<file path="src/rtl/ipq_pkg.sv">
package ipq_pkg;
  // who currently owns the single outstanding bus transaction
  typedef enum logic [1:0] {
    OWN_NONE  = 2'd0,
    OWN_FETCH = 2'd1,
    OWN_EXEC  = 2'd2
  } bus_owner_e;
endpackage

</file>
<file path="src/rtl/ipq_byte_fifo.sv">
module ipq_byte_fifo #(
  parameter int DEPTH = 6,
  parameter int W     = 8,
  localparam int IDX_W = (DEPTH > 1) ? $clog2(DEPTH) : 1,
  localparam int CNT_W = $clog2(DEPTH + 1)
) (
  input  logic             clk,
  input  logic             rst_n,
  input  logic             flush,
  input  logic             wr_en,
  input  logic [W-1:0]     wr_data,
  input  logic             rd_en,
  output logic [W-1:0]     rd_data,
  output logic [CNT_W-1:0] count,
  output logic             empty
);
  logic [W-1:0]     slots [DEPTH];
  logic [IDX_W-1:0] wr_ptr, rd_ptr;
  logic             do_wr, do_rd;

  assign do_wr = wr_en && !flush && (count < CNT_W'(DEPTH));
  assign do_rd = rd_en && !flush && (count != '0);

  function automatic logic [IDX_W-1:0] bump(input logic [IDX_W-1:0] p);
    return (p == IDX_W'(DEPTH - 1)) ? '0 : p + 1'b1;
  endfunction

  // one write-enabled register per slot
  for (genvar i = 0; i < DEPTH; i++) begin : g_slot
    always_ff @(posedge clk) begin
      if (do_wr && (wr_ptr == IDX_W'(i))) slots[i] <= wr_data;
    end
  end

  always_ff @(posedge clk or negedge rst_n) begin
    if (!rst_n) begin
      wr_ptr <= '0;
      rd_ptr <= '0;
      count  <= '0;
    end else if (flush) begin
      wr_ptr <= '0;
      rd_ptr <= '0;
      count  <= '0;
    end else begin
      if (do_wr) wr_ptr <= bump(wr_ptr);
      if (do_rd) rd_ptr <= bump(rd_ptr);
      if (do_wr && !do_rd)      count <= count + 1'b1;
      else if (do_rd && !do_wr) count <= count - 1'b1;
    end
  end

  assign rd_data = slots[rd_ptr];
  assign empty   = (count == '0);
endmodule

</file>
<file path="src/rtl/ipq_fetch_ptr.sv">
module ipq_fetch_ptr #(
  parameter int               SEG_W   = 16,
  parameter int               OFF_W   = 16,
  parameter int               PA_W    = 20,
  parameter int               SHIFT   = 4,
  parameter logic [SEG_W-1:0] RST_SEG = 16'hF000,
  parameter logic [OFF_W-1:0] RST_OFF = 16'hFFF0
) (
  input  logic             clk,
  input  logic             rst_n,
  input  logic             load,
  input  logic [SEG_W-1:0] load_seg,
  input  logic [OFF_W-1:0] load_off,
  input  logic             advance,
  output logic [PA_W-1:0]  phys_addr
);
  logic [SEG_W-1:0] seg_q;
  logic [OFF_W-1:0] off_q;
  logic [PA_W-1:0]  seg_sh, off_ext;

  always_ff @(posedge clk or negedge rst_n) begin
    if (!rst_n) begin
      seg_q <= RST_SEG;
      off_q <= RST_OFF;
    end else if (load) begin
      seg_q <= load_seg;
      off_q <= load_off;
    end else if (advance) begin
      off_q <= off_q + 1'b1;   // wraps inside the offset width
    end
  end

  assign seg_sh    = PA_W'(seg_q) << SHIFT;
  assign off_ext   = PA_W'(off_q);
  assign phys_addr = seg_sh + off_ext;
endmodule

</file>
<file path="src/rtl/ipq_bus_arb.sv">
module ipq_bus_arb
  import ipq_pkg::*;
(
  input  logic clk,
  input  logic rst_n,
  input  logic ex_req,
  input  logic fetch_want,
  input  logic flush,
  input  logic mem_gnt,
  input  logic mem_rvalid,
  output logic sel_exec,
  output logic sel_fetch,
  output logic busy,
  output logic fetch_live,
  output logic fetch_fill,
  output logic exec_rsp
);
  logic       busy_q;
  bus_owner_e owner_q;
  logic       stale_q;
  logic       idle;

  assign idle      = !busy_q;
  assign sel_exec  = idle && ex_req;
  assign sel_fetch = idle && !ex_req && fetch_want;

  always_ff @(posedge clk or negedge rst_n) begin
    if (!rst_n) begin
      busy_q  <= 1'b0;
      owner_q <= OWN_NONE;
      stale_q <= 1'b0;
    end else if ((sel_exec || sel_fetch) && mem_gnt) begin
      busy_q  <= 1'b1;
      owner_q <= sel_exec ? OWN_EXEC : OWN_FETCH;
      stale_q <= sel_fetch && flush;
    end else if (busy_q && mem_rvalid) begin
      busy_q  <= 1'b0;
      owner_q <= OWN_NONE;
      stale_q <= 1'b0;
    end else if (flush && busy_q && owner_q == OWN_FETCH) begin
      stale_q <= 1'b1;
    end
  end

  assign busy       = busy_q;
  assign fetch_live = busy_q && owner_q == OWN_FETCH && !stale_q;
  assign fetch_fill = fetch_live && mem_rvalid && !flush;
  assign exec_rsp   = busy_q && owner_q == OWN_EXEC && mem_rvalid;
endmodule

</file>
<file path="src/rtl/ifetch_prefetch_queue.sv">
module ifetch_prefetch_queue #(
  parameter int               DEPTH   = 6,
  parameter int               BYTE_W  = 8,
  parameter int               SEG_W   = 16,
  parameter int               OFF_W   = 16,
  parameter int               PA_W    = 20,
  parameter int               SHIFT   = 4,
  parameter logic [SEG_W-1:0] RST_SEG = 16'hF000,
  parameter logic [OFF_W-1:0] RST_OFF = 16'hFFF0
) (
  input  logic              clk,
  input  logic              rst_n,
  input  logic              redir_valid,
  input  logic [SEG_W-1:0]  redir_seg,
  input  logic [OFF_W-1:0]  redir_off,
  output logic              dec_valid,
  input  logic              dec_ready,
  output logic [BYTE_W-1:0] dec_byte,
  input  logic              ex_req,
  input  logic              ex_we,
  input  logic [PA_W-1:0]   ex_addr,
  input  logic [BYTE_W-1:0] ex_wdata,
  output logic              ex_gnt,
  output logic              ex_rvalid,
  output logic [BYTE_W-1:0] ex_rdata,
  output logic              mem_req,
  output logic              mem_we,
  output logic [PA_W-1:0]   mem_addr,
  output logic [BYTE_W-1:0] mem_wdata,
  input  logic              mem_gnt,
  input  logic              mem_rvalid,
  input  logic [BYTE_W-1:0] mem_rdata
);
  localparam int CNT_W = $clog2(DEPTH + 1);

  logic [CNT_W-1:0] fill_level;
  logic [CNT_W:0]   committed;
  logic             q_empty, room, fetch_want;
  logic             sel_exec, sel_fetch, bus_busy, fetch_live, fetch_fill, exec_rsp;
  logic [PA_W-1:0]  fetch_addr;

  // bytes held plus a live fetch on the bus must stay below the depth
  assign committed  = {1'b0, fill_level} + {{CNT_W{1'b0}}, fetch_live};
  assign room       = committed < (CNT_W + 1)'(DEPTH);
  assign fetch_want = room && !redir_valid;

  ipq_bus_arb u_arb (
    .clk        (clk),
    .rst_n      (rst_n),
    .ex_req     (ex_req),
    .fetch_want (fetch_want),
    .flush      (redir_valid),
    .mem_gnt    (mem_gnt),
    .mem_rvalid (mem_rvalid),
    .sel_exec   (sel_exec),
    .sel_fetch  (sel_fetch),
    .busy       (bus_busy),
    .fetch_live (fetch_live),
    .fetch_fill (fetch_fill),
    .exec_rsp   (exec_rsp)
  );

  ipq_fetch_ptr #(
    .SEG_W(SEG_W), .OFF_W(OFF_W), .PA_W(PA_W), .SHIFT(SHIFT),
    .RST_SEG(RST_SEG), .RST_OFF(RST_OFF)
  ) u_ptr (
    .clk       (clk),
    .rst_n     (rst_n),
    .load      (redir_valid),
    .load_seg  (redir_seg),
    .load_off  (redir_off),
    .advance   (sel_fetch && mem_gnt),
    .phys_addr (fetch_addr)
  );

  ipq_byte_fifo #(.DEPTH(DEPTH), .W(BYTE_W)) u_fifo (
    .clk     (clk),
    .rst_n   (rst_n),
    .flush   (redir_valid),
    .wr_en   (fetch_fill),
    .wr_data (mem_rdata),
    .rd_en   (dec_valid && dec_ready),
    .rd_data (dec_byte),
    .count   (fill_level),
    .empty   (q_empty)
  );

  assign dec_valid = !q_empty;

  assign mem_req   = sel_exec || sel_fetch;
  assign mem_we    = sel_exec && ex_we;
  assign mem_addr  = sel_exec ? ex_addr : fetch_addr;
  assign mem_wdata = ex_wdata;
  assign ex_gnt    = sel_exec && mem_gnt;
  assign ex_rvalid = exec_rsp;
  assign ex_rdata  = mem_rdata;
endmodule

</file>
<file path="config.mk">
export PLATFORM = sky130hd
export DESIGN_NAME = ifetch_prefetch_queue
export DESIGN_NICKNAME = d
export VERILOG_FILES = /design/src/rtl/ipq_pkg.sv /design/src/rtl/ipq_byte_fifo.sv /design/src/rtl/ipq_fetch_ptr.sv /design/src/rtl/ipq_bus_arb.sv /design/src/rtl/ifetch_prefetch_queue.sv
export SDC_FILE = /design/constraint.sdc
export NUM_CORES = 1
export LEC_CHECK = 0
export BUFFER_PORTS_ARGS = -buffer_cell sky130_fd_sc_hd__buf_2
export CAP_MARGIN = 20
export CORE_ASPECT_RATIO = 0.8
export CORE_MARGIN = 4
export CORE_UTILIZATION = 35
export CTS_CLUSTER_SIZE = 28
export DETAILED_ROUTE_END_ITERATION = 8
export MAX_ROUTING_LAYER = met4
export SLEW_MARGIN = 40
export SYNTH_ARGS = -nofsm -noshare
export SYNTH_HDL_FRONTEND = slang
export SYNTH_HIERARCHICAL = 1
export SYNTH_SLANG_ARGS = --single-unit
</file>
<file path="constraint.sdc">
create_clock -name clk -period 4.9 [get_ports clk]
set_input_delay 0.49 -clock clk [delete_from_list [all_inputs] [get_ports clk]]
set_output_delay 0.49 -clock clk [all_outputs]
set_load 0.01 [all_outputs]
</file>
==> run_results.csv <==
group,metric,value,unit
pwr,leakage,0.00244,µW
detailed_routing,drtIter0Drc,234,
floorplanning,dieHeight,118,µm
setup_path,rr_startpoint,"u_arb/busy$_DFFE_PN0P_",
sta,fin_crit_sh,67.3,%
pwr,vdd_ir_drop_max,0.141,mV
synthesis,synth_common_cells,"edfxtp_1, nand2_1, mux2_2",
setup_path,path_class,"flop to primary output",
setup_path,arrival,2810,ps
synthesis,synth-seq-area-share,48.6,%
sta,timing.fmax,0.303,GHz
clocking,holdBufCountCts,0,
pwr,pwr_density_cell,324,nW/µm²
clocking,h-tree-depth,3,
sta,skew,8.08,ps
placed_design,place_hpwl,8540,µm
floorplanning,start_util,35.6,%
synthesis,synth_area_leaders,"edfxtp_1, dfrtp_1, dfstp_2, mux2_2, ha_1",
floorplanning,core_area,15000,µm²
clocking,cts_resized,0,
status,status,"completed",
global_route,grt_pass1_wl,18600,µm
setup_path,cp-start-kind,"flop",
final_layout,area_growth,16.1,%
clocking,clk_latency,340,ps
sta,setup_tns,0,ps
sta,hold_ws,243,ps
final_layout,final_cells,737,
placed_design,placed_area,5870,µm²
job,maxCapViolCount,0,
floorplanning,rows,40,
setup_path,critical-path-slowest-cell,"fa_1",
floorplanning,die_w,146,µm
final_layout,drive_gt1_share,37.7,%
clocking,clkTransAtPathRegs,70,ps
clocking,clockBufferDepth,2,
synthesis,syn-num-nets,553,
synthesis,synth-edff-count,48,
floorplanning,die_area,17200,µm²
clocking,cts_tree,"yes",
synthesis,yosysWarnings,6,
hold_path,min_path_type,"primary input to async pin",
global_route,grt_max_degree,67,
setup_path,startpoint,"u_ptr/seg_q[0]$_DFFE_PN0P_",
synthesis,syn_area_per_cell,11.6,µm²
synthesis,synth_flop_cell,"edfxtp_1",
synthesis,async_flop_share,48.4,%
clocking,root_buffer,"clkbuf_16",
floorplanning,ioPinCount,125,
clocking,clock_sinks,93,
global_route,grtUsageTotal,13.9,%
detailed_routing,ant_nets,0,
sta,setup_ws,1600,ps
sta,tightestPinTransition,731,ps
sta,maxSlewHeadroom,51.1,%
synthesis,synth_seq_cells,93,
setup_path,crit_top_cell,"a21o_1",
setup_path,rrSetupSlack,1850,ps
synthesis,syn_inst,460,
synthesis,synth_top_area_share,27.1,%
setup_path,worstSetupEndpointType,"primary output",
clocking,post_cts_buffers,0,
synthesis,syn_area,5320,µm²
placed_design,pre_cts_ws,1860,ps
placed_design,dp.cells,720,
setup_path,cp_max_fo,4,
global_route,overflow,0,
setup_path,slowest_delay,430,ps
setup_path,critical_path.cell_chain,"ha_1 > fa_1 > a21o_1 > a221o_1 > a21o_1 > a21oi_1 > xnor2_1 > mux2_2 > buf_2",
placed_design,io_buffers,108,
sta,min_period,3300,ps
sta,rsz0062_at_grt,"no",
detailed_routing,drc,0,
sta,drv_slew,0,
detailed_routing,drtPass1Iterations,4,
final_layout,layout.nets,635,
global_route,grt_antenna_before_repair,1,
global_route,grt_pass1_vias,3739,
sta,hold_violations,0,
detailed_routing,vias,3708,
synthesis,yosysTopAreaCell,"edfxtp_1",
final_layout,design_area,6180,µm²
synthesis,ys_types,66,
setup_path,cp.required,4410,ps
detailed_routing,wl,11600,µm
detailed_routing,post_drt_wl_per_cell,15.7,µm
sta,setup_viol,0,
synthesis,yosys.cell_count.top_type,"edfxtp_1",
clocking,numCtsBuffers,9,
detailed_routing,vias_per_cell,5.03,
placed_design,place_congestion,0.909,
worst max-delay path: cells and delay by family (launching register included):
family / cells / cell delay (ps)
xor+xnor: 1 / 80
compound gates: 4 / 950
fa+ha+maj: 2 / 670
flops: 1 / 380
mux: 1 / 250
buf+inv: 1 / 140
layout by cell type, fill, tap and decap left out, drive strengths merged, types with 3 or more instances in the layout:
cell / count
dfrtp: 29
mux2i: 10
buf: 115
and3: 4
a21o: 4
o21ai: 24
ha: 15
nor3b: 3
inv: 15
nor2: 23
o21a: 3
edfxtp: 48
xor2: 12
nand4: 7
o211ai: 4
a22o: 3
nand2: 43
dfstp: 16
mux2: 36
clkbuf: 9
mux4: 8
and2: 6
nor3: 10
o22ai: 3
a21oi: 25
or3: 4
nand3b: 5
nor4: 5
nand3: 7
nor2b: 4
xnor2: 20
where the power goes:
part	internal [µW]	switching, µW
clock network	404	305
registers	864	37.0
logic	190	199
total	1460	541
metrics by stage:
step | util, % | total power, µW
after floorplan | - | 1180
after global placement | 39.2 | 1300
after detailed placement | 39.2 | 1310
after CTS | 41.3 | 2030
after global routing | 41.3 | 2110
final | 41.3 | 2000
cell type report:
| class | instances | area (µm²) |
|---|---|---|
| fillers | 1404 | 8790 |
| flip-flops and latches | 93 | 2590 |
| multi-input cells | 312 | 2410 |
| repair buffers | 115 | 593 |
| well taps | 189 | 236 |
| clock buffers | 9 | 225 |
| clock inverters | 7 | 80.1 |
| inverters | 11 | 41.3 |
| diodes | 1 | 2.50 |
state kept, by name (all words and copies together) (netlist names):
signal	count
u_arb/busy	1
u_arb/owner_q	2
u_arb/stale_q	1
u_fifo/count	3
u_fifo/rd_ptr	3
u_fifo/slots	48
u_fifo/wr_ptr	3
u_ptr/off_q	16
u_ptr/seg_q	16
path summary, 6_finish.rpt:
path	end	depth (start not counted)
hold / removal	u_ptr/seg_q[11]$_DFFE_PN0P_	2
min in group clk	u_ptr/off_q[11]$_DFFE_PN1P_	3
hold reg to reg	u_ptr/seg_q[2]$_DFFE_PN0P_	1
setup / recovery	mem_addr[12]	9
setup reg to reg	u_ptr/off_q[9]$_DFFE_PN1P_	13
max in group asynchronous	u_fifo/rd_ptr[0]$_DFFE_PN0P_	2
layer usage:
layer	GRT usage (%)	up-vias	wire (µm)	share of wire (%)
li1	-	1820	-	-
met5	-	-	0	0
met4	3.68	0	76	0.65
met3	3.45	8	482	4.2
met2	21.4	85	5600	48
met1	18.4	1795	5440	47
cells by family (layout without fill, tap and decap cells):
| kind of cell | after synthesis | count (layout) | share of synthesized area, % |
|---|---|---|---|
| and+or+nand+nor | 129 | 129 | 13.2 |
| DFF | 93 | 93 | 48.6 |
| AOI/OAI and AO/OA | 80 | 80 | 9.48 |
| buffers and inverters | 55 | 142 | 6.23 |
| muxes | 54 | 54 | 12.9 |
| xor gates and xnor gates | 32 | 32 | 5.27 |
| adders and majority gates | 17 | 17 | 4.28 |
| other | 0 | 1 | 0 |
(Power assumes the default switching activity.)
